===== config.mk =====
export PLATFORM = sky130hd
export DESIGN_NAME = unroll_copy_gen
export DESIGN_NICKNAME = d
export VERILOG_FILES = /design/src/rtl/ucg_pkg.sv /design/src/rtl/ucg_regs.sv /design/src/rtl/ucg_seq.sv /design/src/rtl/ucg_feed_mux.sv /design/src/rtl/unroll_copy_gen.sv
export SDC_FILE = /design/constraint.sdc
export NUM_CORES = 1
export LEC_CHECK = 0
export ABC_AREA = 1
export CAP_MARGIN = 20
export CORE_MARGIN = 4
export CORE_UTILIZATION = 30
export CTS_BUF_LIST = sky130_fd_sc_hd__clkbuf_8
export CTS_CLUSTER_SIZE = 20
export DETAILED_ROUTE_END_ITERATION = 16
export DONT_BUFFER_PORTS = 1
export SYNTH_ARGS = -nofsm -noshare
export SYNTH_HDL_FRONTEND = slang
export SYNTH_SLANG_ARGS = --single-unit

===== constraint.sdc =====
create_clock -name clk -period 4.34 [get_ports clk]
set_input_delay 1.085 -clock clk [delete_from_list [all_inputs] [get_ports clk]]
set_output_delay 1.085 -clock clk [all_outputs]
set_load 0.02 [all_outputs]

===== src/rtl/ucg_pkg.sv =====
package ucg_pkg;

   localparam logic [7:0] OP_LOAD_ABS  = 8'hAD;
   localparam logic [7:0] OP_STORE_ABS = 8'h8D;
   localparam logic [7:0] OP_JUMP_ABS  = 8'h4C;

   localparam int PAIR_LEN = 6;
   localparam int JUMP_LEN = 3;

   typedef enum logic [1:0] {
      SEG_IDLE,
      SEG_PAIR,
      SEG_JUMP
   } seg_t;

   typedef enum logic [2:0] {
      SL_LD_OPC  = 3'd0,
      SL_SRC_LO  = 3'd1,
      SL_SRC_HI  = 3'd2,
      SL_ST_OPC  = 3'd3,
      SL_PORT_LO = 3'd4,
      SL_PORT_HI = 3'd5
   } slot_t;

endpackage


===== src/rtl/ucg_regs.sv =====
module ucg_regs #(
   parameter int                ADDR_W   = 16,
   parameter int                DATA_W   = 8,
   parameter logic [ADDR_W-1:0] REG_BASE = 16'h5000
) (
   input  logic                clk,
   input  logic                rst_n,
   input  logic                wr_stb,
   input  logic [ADDR_W-1:0]   addr,
   input  logic [DATA_W-1:0]   wdata,
   input  logic                lock,
   output logic [2*DATA_W-1:0] len_q,
   output logic [2*DATA_W-1:0] src_q,
   output logic                go_video,
   output logic                go_sprite
);

   localparam int NUM_BYTES = 4;
   localparam logic [ADDR_W-1:0] TRIG_VIDEO  = REG_BASE + ADDR_W'(NUM_BYTES);
   localparam logic [ADDR_W-1:0] TRIG_SPRITE = REG_BASE + ADDR_W'(NUM_BYTES + 1);

   logic open_wr;
   assign open_wr = wr_stb && !lock;

   // byte registers, offset order: len hi, len lo, src hi, src lo
   for (genvar i = 0; i < NUM_BYTES; i++) begin : g_byte
      localparam logic [ADDR_W-1:0] MY_ADDR = REG_BASE + ADDR_W'(i);
      logic [DATA_W-1:0] q;
      always_ff @(posedge clk or negedge rst_n) begin
         if (!rst_n)
            q <= '0;
         else if (open_wr && addr == MY_ADDR)
            q <= wdata;
      end
   end

   assign len_q     = {g_byte[0].q, g_byte[1].q};
   assign src_q     = {g_byte[2].q, g_byte[3].q};
   assign go_video  = open_wr && (addr == TRIG_VIDEO);
   assign go_sprite = open_wr && (addr == TRIG_SPRITE);

   // programmed values do not move while a transfer runs
   p_regs_hold_r8: assert property (@(posedge clk) disable iff (!rst_n)
      lock |=> ($stable(len_q) && $stable(src_q)));

endmodule


===== src/rtl/ucg_seq.sv =====
module ucg_seq
   import ucg_pkg::*;
#(
   parameter int ADDR_W = 16,
   parameter int CNT_W  = 16
) (
   input  logic              clk,
   input  logic              rst_n,
   input  logic              go_video,
   input  logic              go_sprite,
   input  logic [CNT_W-1:0]  len_in,
   input  logic [ADDR_W-1:0] src_in,
   input  logic              adv,
   input  logic [ADDR_W-1:0] fetch_addr,
   output logic              busy,
   output seg_t              seg,
   output slot_t             slot,
   output logic [1:0]        jidx,
   output logic [ADDR_W-1:0] src_cur,
   output logic [ADDR_W-1:0] resume,
   output logic              to_sprite
);

   localparam logic [1:0] JIDX_LAST = 2'(JUMP_LEN - 1);

   logic              busy_q, res_pend_q, spr_q;
   seg_t              seg_q;
   slot_t             slot_q;
   logic [1:0]        jidx_q;
   logic [CNT_W-1:0]  left_q;
   logic [ADDR_W-1:0] src_q, res_q;

   always_ff @(posedge clk or negedge rst_n) begin
      if (!rst_n) begin
         busy_q     <= 1'b0;
         res_pend_q <= 1'b0;
         spr_q      <= 1'b0;
         seg_q      <= SEG_IDLE;
         slot_q     <= SL_LD_OPC;
         jidx_q     <= '0;
         left_q     <= '0;
         src_q      <= '0;
         res_q      <= '0;
      end else if (!busy_q) begin
         if (go_video || go_sprite) begin
            busy_q     <= 1'b1;
            res_pend_q <= 1'b1;
            spr_q      <= go_sprite;
            seg_q      <= SEG_PAIR;
            slot_q     <= SL_LD_OPC;
            jidx_q     <= '0;
            left_q     <= len_in;
            src_q      <= src_in;
         end
      end else if (adv) begin
         if (res_pend_q) begin
            res_q      <= fetch_addr;
            res_pend_q <= 1'b0;
         end
         case (seg_q)
            SEG_PAIR: begin
               if (slot_q == SL_PORT_HI) begin
                  slot_q <= SL_LD_OPC;
                  if (left_q == '0) begin
                     seg_q  <= SEG_JUMP;
                     jidx_q <= '0;
                  end else begin
                     left_q <= left_q - CNT_W'(1);
                     src_q  <= src_q + ADDR_W'(1);
                  end
               end else begin
                  slot_q <= slot_t'(slot_q + 3'd1);
               end
            end
            SEG_JUMP: begin
               if (jidx_q == JIDX_LAST) begin
                  busy_q <= 1'b0;
                  seg_q  <= SEG_IDLE;
               end else begin
                  jidx_q <= jidx_q + 2'd1;
               end
            end
            default: seg_q <= SEG_IDLE;
         endcase
      end
   end

   assign busy      = busy_q;
   assign seg       = seg_q;
   assign slot      = slot_q;
   assign jidx      = jidx_q;
   assign src_cur   = src_q;
   assign resume    = res_q;
   assign to_sprite = spr_q;

   // a new transfer opens on a load opcode, waiting for its resume address
   p_start_clean_r3: assert property (@(posedge clk) disable iff (!rst_n)
      $rose(busy_q) |-> (seg_q == SEG_PAIR && slot_q == SL_LD_OPC && res_pend_q));

   // the source pointer steps by one between consecutive pairs
   p_src_step_r4: assert property (@(posedge clk) disable iff (!rst_n)
      ($past(busy_q && seg_q == SEG_PAIR && slot_q == SL_PORT_HI && adv) && seg_q == SEG_PAIR)
      |-> (src_q == $past(src_q) + ADDR_W'(1)));

   // the remaining-pair count never rises within one transfer
   p_count_down_r5: assert property (@(posedge clk) disable iff (!rst_n)
      (busy_q && $past(busy_q)) |-> (left_q <= $past(left_q)));

   // busy drops only after the final jump byte was taken
   p_end_after_jump_r6: assert property (@(posedge clk) disable iff (!rst_n)
      $fell(busy_q) |-> $past(seg_q == SEG_JUMP && jidx_q == JIDX_LAST && adv));

endmodule


===== src/rtl/ucg_feed_mux.sv =====
module ucg_feed_mux
   import ucg_pkg::*;
#(
   parameter int                ADDR_W      = 16,
   parameter int                DATA_W      = 8,
   parameter logic [ADDR_W-1:0] VIDEO_PORT  = 16'h2007,
   parameter logic [ADDR_W-1:0] SPRITE_PORT = 16'h2004
) (
   input  seg_t              seg,
   input  slot_t             slot,
   input  logic [1:0]        jidx,
   input  logic [ADDR_W-1:0] src_cur,
   input  logic [ADDR_W-1:0] resume,
   input  logic              to_sprite,
   output logic [DATA_W-1:0] feed_byte
);

   logic [ADDR_W-1:0] port;
   assign port = to_sprite ? SPRITE_PORT : VIDEO_PORT;

   always_comb begin
      feed_byte = '0;
      case (seg)
         SEG_PAIR: begin
            case (slot)
               SL_LD_OPC:  feed_byte = OP_LOAD_ABS;
               SL_SRC_LO:  feed_byte = src_cur[DATA_W-1:0];
               SL_SRC_HI:  feed_byte = src_cur[ADDR_W-1:DATA_W];
               SL_ST_OPC:  feed_byte = OP_STORE_ABS;
               SL_PORT_LO: feed_byte = port[DATA_W-1:0];
               SL_PORT_HI: feed_byte = port[ADDR_W-1:DATA_W];
               default:    feed_byte = '0;
            endcase
         end
         SEG_JUMP: begin
            case (jidx)
               2'd0:    feed_byte = OP_JUMP_ABS;
               2'd1:    feed_byte = resume[DATA_W-1:0];
               2'd2:    feed_byte = resume[ADDR_W-1:DATA_W];
               default: feed_byte = '0;
            endcase
         end
         default: feed_byte = '0;
      endcase
   end

endmodule


===== src/rtl/unroll_copy_gen.sv =====
module unroll_copy_gen
   import ucg_pkg::*;
#(
   parameter int                ADDR_W      = 16,
   parameter int                DATA_W      = 8,
   parameter logic [ADDR_W-1:0] REG_BASE    = 16'h5000,
   parameter logic [ADDR_W-1:0] WIN_LO      = 16'h8000,
   parameter logic [ADDR_W-1:0] WIN_HI      = 16'hFFFF,
   parameter logic [ADDR_W-1:0] VIDEO_PORT  = 16'h2007,
   parameter logic [ADDR_W-1:0] SPRITE_PORT = 16'h2004
) (
   input  logic              clk,
   input  logic              rst_n,
   input  logic [15:0]       cpu_addr,
   input  logic [7:0]        cpu_wdata,
   input  logic              cpu_rw,
   input  logic              cpu_stb,
   output logic [7:0]        cpu_rdata,
   output logic              cpu_rdata_oe,
   output logic              prg_ram_en,
   output logic              busy
);

   localparam int CNT_W = 2 * DATA_W;

   // elaboration-time parameter checks
   if (ADDR_W != 16) begin : g_bad_addr
      $error("unroll_copy_gen: absolute operands need ADDR_W of 16");
   end
   if (DATA_W != 8) begin : g_bad_data
      $error("unroll_copy_gen: opcode bytes need DATA_W of 8");
   end
   if (WIN_HI < WIN_LO) begin : g_bad_win
      $error("unroll_copy_gen: program window is empty");
   end
   if (VIDEO_PORT == SPRITE_PORT) begin : g_bad_port
      $error("unroll_copy_gen: the two target ports must differ");
   end
   if (REG_BASE + ADDR_W'(5) >= WIN_LO && REG_BASE <= WIN_HI) begin : g_bad_regs
      $error("unroll_copy_gen: registers overlap the program window");
   end

   logic in_win;
   if (WIN_HI == {ADDR_W{1'b1}}) begin : g_win_top
      assign in_win = (cpu_addr >= WIN_LO);
   end else begin : g_win_range
      assign in_win = (cpu_addr >= WIN_LO) && (cpu_addr <= WIN_HI);
   end

   logic              busy_w, feed, adv, go_v, go_s, spr_w;
   logic [CNT_W-1:0]  len_w;
   logic [ADDR_W-1:0] src_w, src_cur_w, resume_w;
   logic [DATA_W-1:0] byte_w;
   logic [1:0]        jidx_w;
   seg_t              seg_w;
   slot_t             slot_w;

   assign feed = busy_w && cpu_rw && in_win;
   assign adv  = feed && cpu_stb;

   ucg_regs #(
      .ADDR_W   (ADDR_W),
      .DATA_W   (DATA_W),
      .REG_BASE (REG_BASE)
   ) u_regs (
      .clk       (clk),
      .rst_n     (rst_n),
      .wr_stb    (cpu_stb && !cpu_rw),
      .addr      (cpu_addr),
      .wdata     (cpu_wdata),
      .lock      (busy_w),
      .len_q     (len_w),
      .src_q     (src_w),
      .go_video  (go_v),
      .go_sprite (go_s)
   );

   ucg_seq #(
      .ADDR_W (ADDR_W),
      .CNT_W  (CNT_W)
   ) u_seq (
      .clk        (clk),
      .rst_n      (rst_n),
      .go_video   (go_v),
      .go_sprite  (go_s),
      .len_in     (len_w),
      .src_in     (src_w),
      .adv        (adv),
      .fetch_addr (cpu_addr),
      .busy       (busy_w),
      .seg        (seg_w),
      .slot       (slot_w),
      .jidx       (jidx_w),
      .src_cur    (src_cur_w),
      .resume     (resume_w),
      .to_sprite  (spr_w)
   );

   ucg_feed_mux #(
      .ADDR_W      (ADDR_W),
      .DATA_W      (DATA_W),
      .VIDEO_PORT  (VIDEO_PORT),
      .SPRITE_PORT (SPRITE_PORT)
   ) u_mux (
      .seg       (seg_w),
      .slot      (slot_w),
      .jidx      (jidx_w),
      .src_cur   (src_cur_w),
      .resume    (resume_w),
      .to_sprite (spr_w),
      .feed_byte (byte_w)
   );

   assign cpu_rdata    = feed ? byte_w : '0;
   assign cpu_rdata_oe = feed;
   assign prg_ram_en   = in_win && !feed;
   assign busy         = busy_w;

   // the bus is driven only on read cycles of a running transfer
   p_drive_read_only_r7: assert property (@(posedge clk) disable iff (!rst_n)
      cpu_rdata_oe |-> (cpu_rw && busy));

   // program RAM and the generator never answer the same cycle
   p_prg_exclusive_r7: assert property (@(posedge clk) disable iff (!rst_n)
      cpu_rdata_oe |-> !prg_ram_en);

   // an idle block leaves the data bus quiet
   p_idle_quiet_r1: assert property (@(posedge clk) disable iff (!rst_n)
      !busy |-> (!cpu_rdata_oe && cpu_rdata == 8'h00));

   // a trigger taken while idle opens a transfer on the next clock
   p_trigger_starts_r3: assert property (@(posedge clk) disable iff (!rst_n)
      (!busy && cpu_stb && !cpu_rw &&
       (cpu_addr == REG_BASE + 16'd4 || cpu_addr == REG_BASE + 16'd5)) |=> busy);

endmodule


==> results.md, run 1 <==
### Status
• status: completed

### Logic synthesis
• Synth top area share: 41.4%
• largest cells by area after synthesis: sky130_fd_sc_hd__dfrtp_1 41%, sky130_fd_sc_hd__nand2_1 18%, sky130_fd_sc_hd__inv_1 9.2%
• proportion of synthesized flip-flops having asynchronous set or reset: 100%
• netlist area before placement: 5450 um2
• Yosys Warn Count: 0
• dominant cell type by area after synthesis: sky130_fd_sc_hd__dfrtp_1
• number of enable flip-flop cells after synthesis: 0
• Post-Syn Instances: 802
• number of nets in the synthesized netlist: 841
• primary flip-flop cell chosen by synthesis mapping: sky130_fd_sc_hd__dfrtp_1
• average cell area after synthesis: 6.79 um2
• number of storage elements in the synthesis netlist: 90
• post-synthesis sequential area ratio: 41.4%
• number of distinct library cells after synthesis: 33

### Pwr
• internal portion of total power: 1.23 mW
• Power Total: 1.60 mW
• switching component of the power: 0.362 mW
• proportion of power drawn by combinational gates: 2.7%
• switching share of total power: 22.7%
• Cell Pwr Density: 272 nW/um2
• worst vdd ir: 0.128 mV
• power share of the clock group: 41.6%
• P_leak: 3.05 nW
• power share of the sequential group: 55.7%

### Detailed routing
• routed vias/inst: 4.62
• DR DRC count: 0
• Starting DRT DRC Count: 318
• total vias in the final route: 4740
• length of the first detailed-routing pass in iterations: 5
• wirelength, routed: 13.4 mm
• post-detailed-route count of antenna-violating nets: 0
• routed len/inst: 13.0 um

### Clock network
• CTS Hold Bufs: 0
• clk sink count: 90
• clock tree from TritonCTS: built
• number of buffers created by CTS: 9
• # Post-CTS Setup Buffers: 0
• total number of H-tree levels: 3
• buffer cell driving the clock tree root: sky130_fd_sc_hd__clkbuf_8
• Resized cells post-CTS: 0
• clock latency on the worst-skew pair: 370 ps
• clock transition time at the flip-flop clock pins of the worst setup and hold paths: 100 ps
• Bufs on Longest Clock Path: 2

### Die
• core area: 17900 um2
• Total Die Area: 20400 um2
• horizontal die dimension: 143 um
• floorplan row count: 49
• effective utilization at floorplan: 30.4%
• die height: 143 um
• ports placed on the boundary: 39

### GRT
• most crowded layer after global routing: met2
• pin count of the biggest net entering global routing: 91
• global-route wire length before repair: 21.9 mm
• global-route track usage on met2: 20.8%
• grt ovf: 0
• global-route track usage on met3: 2.31%
• met1 track demand over resource in global routing: 19.5%
• vias in the first global route: 4362
• initial antenna violation count: 0
• total track usage: 13.5%

### Critical path
• Worst Setup End Kind: output pin
• Worst EP required: 3250 ps
• type of the worst setup path: reg -> out
• kind of start point of the critical path: flop
• arrival time of data at the critical path endpoint: 2050 ps
• largest driver fanout on the critical path: 6

### Timing
• worst hold margin: 400 ps
• part of the cycle the worst path needs: 72.3%
• Worst slew margin: 33.9%
• setup repair after global routing missed its margin: false
• post-route setup TNS: 0 ps
• Max Freq: 319 MHz
• fin. max-slew vios: 0
• post-route minimum period: 3140 ps
• hold violation count in the final report: 0
• final setup violation count: 0
• transition time at the pin with the least slew margin: 987 ps
• clk_skew: 10.5 ps

### Cells and area
• Total Nets Final: 832
• Area Growth Syn to Fin: 7.88%
• top library cells by usage in the layout, fill and taps aside: 267 x sky130_fd_sc_hd__nand2_1, 134 x sky130_fd_sc_hd__inv_1, 90 x sky130_fd_sc_hd__nor2_1, 89 x sky130_fd_sc_hd__dfrtp_1, 60 x sky130_fd_sc_hd__o21ai_0
• area of all placed cells without fillers: 5870 um2
• final core utilization: 32.8%
• number of antenna diodes: 0
• ratio of cells with drive above 1 in the final layout: 4.76%
• commonest non-fill, non-tap cell in the layout: sky130_fd_sc_hd__nand2_1

### Placed design
• half-perimeter wire length of the detailed placement result: 9.37 mm
• post-placement cell area: 5640 um2
• quantity of I/O buffers inserted on ports: 0
• GPL Wtd Cong: 0.814

### Worst hold path
• hold crit path type: in -> async

### Flow run
• number of max-capacitance violations reported: 0

-- synth_stat cells, drive strengths merged, types with 4 or more instances --
master    n
ha       11
buf      10
a22oi     5
a22o      4
dfrtp    90
o21ai    61
inv     135
o211ai    4
nor3      4
nand3    53
a21oi    18
nand4    11
nor2     92
mux2      7
o22ai     4
nand2   269
clkbuf   13
-- metal layers --
metal,vias to the layer above,share of wire [%]
met4,0,1.2
li1,2459,-
met2,84,45
met1,2185,50
met3,12,3.7
met5,-,0
-- path summary, 6_finish.rpt --
check                                 start  slack, ps                     to  depth (start not counted)
setup / recovery              u_seq.slot[0]       1200           cpu_rdata[5]                          7
hold / removal                        rst_n        400           u_seq.seg[1]                          0
setup reg to reg                 u_seq.busy       1810        u_seq.left_q[1]                          5
hold reg to reg            u_seq.resume[15]        460       u_seq.resume[15]                          2
max in group asynchronous             rst_n       3760  u_regs.g_byte[1].q[3]                          0
min in group clk           u_seq.resume[15]        460       u_seq.resume[15]                          2
-- critical path, stage by stage, from the launching register on --
cell,delay (ps)
sky130_fd_sc_hd__dfrtp_1,420
sky130_fd_sc_hd__inv_1,160
sky130_fd_sc_hd__nand3_1,240
sky130_fd_sc_hd__inv_1,200
sky130_fd_sc_hd__a21oi_1,90
sky130_fd_sc_hd__a21oi_1,180
sky130_fd_sc_hd__a21oi_1,70
sky130_fd_sc_hd__nor2_1,330
-- flip-flops by register name, indices dropped and copies added, names as in the netlist --
| name | count |
|---|---|
| u_seq.slot | 3 |
| u_seq.res_pend_q | 1 |
| u_seq.busy | 1 |
| u_seq.seg | 2 |
| u_seq.jidx | 2 |
| u_seq.resume | 16 |
| u_seq.src_cur | 16 |
| u_seq.left_q | 16 |
| u_seq.to_sprite | 1 |
| u_regs.g_byte.q | 32 |
-- logic make-up (layout without fill, tap and decap cells) --
group	after synthesis	in the layout	synth area share, %
xor gates and xnor gates	2	2	0.322
adders and majority gates	11	11	2.53
DFF	90	90	41.4
muxes	8	8	1.63
buffers and inverters	159	155	11.4
AOI/OAI and AO/OA	99	99	10.0
and+or+nand+nor	433	433	32.7
-- power groups by stage --
stage	clock, mW	combinational (mW)	sequential, mW
6_report	0.664	0.0424	0.889
5_1_grt	0.723	0.0506	0.892
4_1_cts	0.684	0.0432	0.889
3_5_place_dp	0	0.0432	0.906
3_3_place_gp	0	0.0427	0.906
2_1_floorplan	0	0.0370	0.899
-- cell type report --
cell class              count  area [um2]
repair buffers              3        26.3
inverters                 136         510
clock inverters             6        88.8
flip-flops and latches     90        2250
multi-input cells         553        2570
clock buffers              10         138
well taps                 229         287
fillers                  1979       12000
-- metrics by stage --
stage          cells  worst slack, ps
2_1_floorplan    802             1240
3_3_place_gp    1010             1310
3_5_place_dp    1010             1260
4_1_cts         1026             1210
5_1_grt         1027              978
6_report        1027             1200
(Power assumes the default switching activity.)
==> run 2, diff against run 1 <==
- ABC_AREA: 1 -> 0
- clock period: 4.34 -> 3.1 ns (I/O delays scaled with it)
==> run 2 against run 1 <==
Against the previous run: die area is 5.0% lower; routed wire length is 13% higher; clock skew is 1.7 ps lower; register-to-register slack worse by 1400 ps; synthesized cell count is 37% lower; via count is 10% lower; sequential share of layout area is 1.3 points higher; non-clock buffer count is 15 higher; worst hold slack worse by 310 ps; final area is 3.3% lower; largest power group unchanged.
==> results.md, run 2 <==
### Timing
• Max Freq: 341 MHz
• final setup violation count: 0, unchanged
• Worst slew margin: 46.4%, was 33.9%
• post-route setup TNS: 0 ps, unchanged
• part of the cycle the worst path needs: 94.5%
• clk_skew: 8.80 ps, was 10.5 ps
• worst hold margin: 94.5 ps, was 400 ps
• post-route minimum period: 2930 ps
• setup repair after global routing missed its margin: false, unchanged
• transition time at the pin with the least slew margin: 804 ps, was 987 ps
• fin. max-slew vios: 0, unchanged
• hold violation count in the final report: 0, unchanged

### Die
• effective utilization at floorplan: 30.9%, was 30.4%
• Total Die Area: 19300 um2, was 20400 um2
• ports placed on the boundary: 39, unchanged
• die height: 139 um, was 143 um
• core area: 16700 um2, was 17900 um2
• horizontal die dimension: 139 um, was 143 um
• floorplan row count: 47, was 49

### Cells and area
• ratio of cells with drive above 1 in the final layout: 19.2%, was 4.76%
• register containing the most flip-flops in the final layout: u_regs.g_byte.q, unchanged
• commonest non-fill, non-tap cell in the layout: sky130_fd_sc_hd__dfrtp_1, was sky130_fd_sc_hd__nand2_1
• Post-Layout Cell Count: 736, was 1027
• number of antenna diodes: 0, unchanged
• Area Growth Syn to Fin: 10.2%, was 7.88%
• Total Nets Final: 550, was 832
• final core utilization: 34.0%, was 32.8%
• max reg flops: 32, unchanged
• top library cells by usage in the layout, fill and taps aside: 89 x sky130_fd_sc_hd__dfrtp_1, 47 x sky130_fd_sc_hd__mux2_2, 31 x sky130_fd_sc_hd__nand2_1, 30 x sky130_fd_sc_hd__nor2_1, 21 x sky130_fd_sc_hd__inv_1, was 267 x sky130_fd_sc_hd__nand2_1, 134 x sky130_fd_sc_hd__inv_1, 90 x sky130_fd_sc_hd__nor2_1, 89 x sky130_fd_sc_hd__dfrtp_1, 60 x sky130_fd_sc_hd__o21ai_0

### Placed design
• GPL Wtd Cong: 0.915, was 0.814
• half-perimeter wire length of the detailed placement result: 10.9 mm, was 9.37 mm
• quantity of I/O buffers inserted on ports: 0, unchanged
• cell count after placement: 720, was 1010

### Logic synthesis
• Post-Syn Instances: 509, was 802
• number of enable flip-flop cells after synthesis: 0, unchanged
• Yosys Warn Count: 0, unchanged
• Synth top area share: 43.7%, was 41.4%
• mux contribution to synthesized area: 11.2%, was 1.63%
• post-synthesis sequential area ratio: 43.7%, was 41.4%
• arithmetic-cell share of the synthesized area counting full adders, half adders and majority gates: 2.67%, was 2.53%
• most common library cells after synthesis: 90 x sky130_fd_sc_hd__dfrtp_1, 47 x sky130_fd_sc_hd__mux2_2, 31 x sky130_fd_sc_hd__nand2_1, was 267 x sky130_fd_sc_hd__nand2_1, 134 x sky130_fd_sc_hd__inv_1, 90 x sky130_fd_sc_hd__dfrtp_1, 90 x sky130_fd_sc_hd__nor2_1, 60 x sky130_fd_sc_hd__o21ai_0
• number of distinct library cells after synthesis: 67, was 33
• xor-xnor portion of the synthesized cell area: 0%, was 0.322%
• most frequently used cell type in the post-synthesis netlist: sky130_fd_sc_hd__dfrtp_1, was sky130_fd_sc_hd__nand2_1
• dominant cell type by area after synthesis: sky130_fd_sc_hd__dfrtp_1, unchanged
• proportion of synthesized flip-flops having asynchronous set or reset: 100%, unchanged
• number of storage elements in the synthesis netlist: 90, unchanged
• largest cells by area after synthesis: sky130_fd_sc_hd__dfrtp_1 44%, sky130_fd_sc_hd__mux2_2 10%, sky130_fd_sc_hd__ha_1 2.7%, was sky130_fd_sc_hd__dfrtp_1 41%, sky130_fd_sc_hd__nand2_1 18%, sky130_fd_sc_hd__inv_1 9.2%
• netlist area before placement: 5150 um2, was 5450 um2
• main combinational cell family by area after synthesis: simple AND/OR/NAND/NOR gates, unchanged
• average cell area after synthesis: 10.1 um2, was 6.79 um2
• compound-gate portion of the synthesized area: 17.9%, was 10.0%
• simple-gate share of the synthesized area: 20.9%, was 32.7%
• number of nets in the synthesized netlist: 548, was 841
• primary flip-flop cell chosen by synthesis mapping: sky130_fd_sc_hd__dfrtp_1, unchanged

### Detailed routing
• Starting DRT DRC Count: 430, was 318
• total vias in the final route: 4248, was 4740
• wirelength, routed: 15.1 mm, was 13.4 mm
• routed len/inst: 20.5 um, was 13.0 um
• length of the first detailed-routing pass in iterations: 5, unchanged
• DR DRC count: 0, unchanged
• routed vias/inst: 5.77, was 4.62
• post-detailed-route count of antenna-violating nets: 0, unchanged

### Critical path
• Worst Setup End Kind: output pin, unchanged
• critical-path cell with the highest stage delay: sky130_fd_sc_hd__dfrtp_1, unchanged
• kind of start point of the critical path: flop, unchanged
• arrival time of data at the critical path endpoint: 2150 ps, was 2050 ps
• setup slack, reg-to-reg: 390 ps, was 1810 ps
• Worst EP required: 2320 ps, was 3250 ps
• type of the worst setup path: reg -> out, unchanged
• largest driver fanout on the critical path: 8, was 6
• ordered list of cells on the worst path: and3_1, nor2b_1, and2_1, was inv_1, nand3_1, inv_1, a21oi_1, a21oi_1, a21oi_1, nor2_1
• Max stage delay on crit path: 560 ps, was 420 ps

### Clock network
• number of buffers created by CTS: 9, unchanged
• buffer cell driving the clock tree root: sky130_fd_sc_hd__clkbuf_8, unchanged
• clk sink count: 90, unchanged
• CTS Hold Bufs: 0, unchanged
• clock tree from TritonCTS: built, unchanged
• clock transition time at the flip-flop clock pins of the worst setup and hold paths: 90 ps, was 100 ps
• Bufs on Longest Clock Path: 2, unchanged
• # Post-CTS Setup Buffers: 0, unchanged
• clock latency on the worst-skew pair: 360 ps, was 370 ps
• total number of H-tree levels: 3, unchanged

### GRT
• pin count of the biggest net entering global routing: 91, unchanged
• vias in the first global route: 4219, was 4362
• global-route wire length before repair: 24.3 mm, was 21.9 mm
• total track usage: 15.7%, was 13.5%
• initial antenna violation count: 0, unchanged
• grt ovf: 0, unchanged

### Pwr
• P_leak: 2.42 nW, was 3.05 nW
• Cell Pwr Density: 367 nW/um2, was 272 nW/um2
• worst vdd ir: 0.211 mV, was 0.128 mV

### Status
• status: completed, unchanged

### Flow run
• number of max-capacitance violations reported: 0, unchanged

### Worst hold path
• hold crit path type: in -> async, unchanged

==> run 2: cell types whose count changed after synthesis, moves of 8 or more <==
cell,change
sky130_fd_sc_hd__clkbuf_1,+9
sky130_fd_sc_hd__mux2_2,+40
sky130_fd_sc_hd__nor3_1,+17
sky130_fd_sc_hd__nor2_1,-60
sky130_fd_sc_hd__o21ai_0,-46
sky130_fd_sc_hd__nor2b_1,+8
sky130_fd_sc_hd__and2_1,+11
sky130_fd_sc_hd__nand2_1,-236
sky130_fd_sc_hd__nand3_1,-39
sky130_fd_sc_hd__o22ai_1,+9
sky130_fd_sc_hd__nor4_1,+11
sky130_fd_sc_hd__inv_1,-114
==> run 2: final timing paths <==
kind                                       from                     to  cells past startpoint
max in group asynchronous                 rst_n  u_regs.g_byte[2].q[4]                      0
worst min register to register  u_seq.to_sprite        u_seq.to_sprite                      2
min in group clk                u_seq.to_sprite        u_seq.to_sprite                      2
worst min-delay path                      rst_n       u_seq.left_q[10]                      0
worst max-delay path                 u_seq.busy           cpu_rdata[6]                      3
worst max register to register  u_seq.left_q[0]       u_seq.src_cur[9]                      7
==> run 2: metal layers <==
metal	routed length, um	global-route usage [%]	share of wire (%)	vias to the layer above
li1	-	-	-	1955
met1	6740	22.2	45	2064
met2	6750	23.1	45	215
met3	1440	4.21	9.5	14
met4	186	5.72	1.2	0
met5	0	0	0	-
==> run 2: stage by stage <==
step	power, mW	area, um2	setup slack (ps)
2_1_floorplan	1.21	5150	496
3_3_place_gp	1.21	5460	354
3_5_place_dp	1.21	5460	357
4_1_cts	2.10	5680	60.3
5_1_grt	2.14	5680	18.0
6_report	2.08	5680	172
==> run 2: final cells by class <==
| type | count | area, um2 |
|---|---|---|
| fill | 1672 | 11000 |
| multi-input combinational | 372 | 2720 |
| sequential | 90 | 2250 |
| tap | 220 | 275 |
| timing repair buffer | 18 | 135 |
| clock buffer | 9 | 124 |
| clock inverter | 7 | 95.1 |
| inverter | 20 | 75.1 |
==> run 2: what timing repair did <==
| item | in CTS | in global routing |
|---|---|---|
| hold endpoints to repair | 0 | 0 |
| gates resized for setup | 1 | 1 |
| endpoints found under the setup margin | 8 | 8 |
==> run 2: cell families (layout without fill, tap and decap cells) <==
group	Yosys count	after routing
AOI/OAI and AO/OA	127	127
adders and majority gates	11	11
and+or+nand+nor	182	182
buffers and inverters	47	54
DFF	90	90
muxes	52	52
==> run 2: power breakdown <==
group          total [mW]  internal (mW)  switching [mW]
registers            1.17           1.17        0.000439
clock network       0.898          0.453           0.445
logic              0.0133        0.00639         0.00695
total                2.08           1.63           0.453
==> run 2: critical path, delay by kind of cell, from the launching register on <==
kind / cells / cell delay [ps]
flip-flops: 1 / 560
AND/OR/NAND/NOR: 3 / 1230
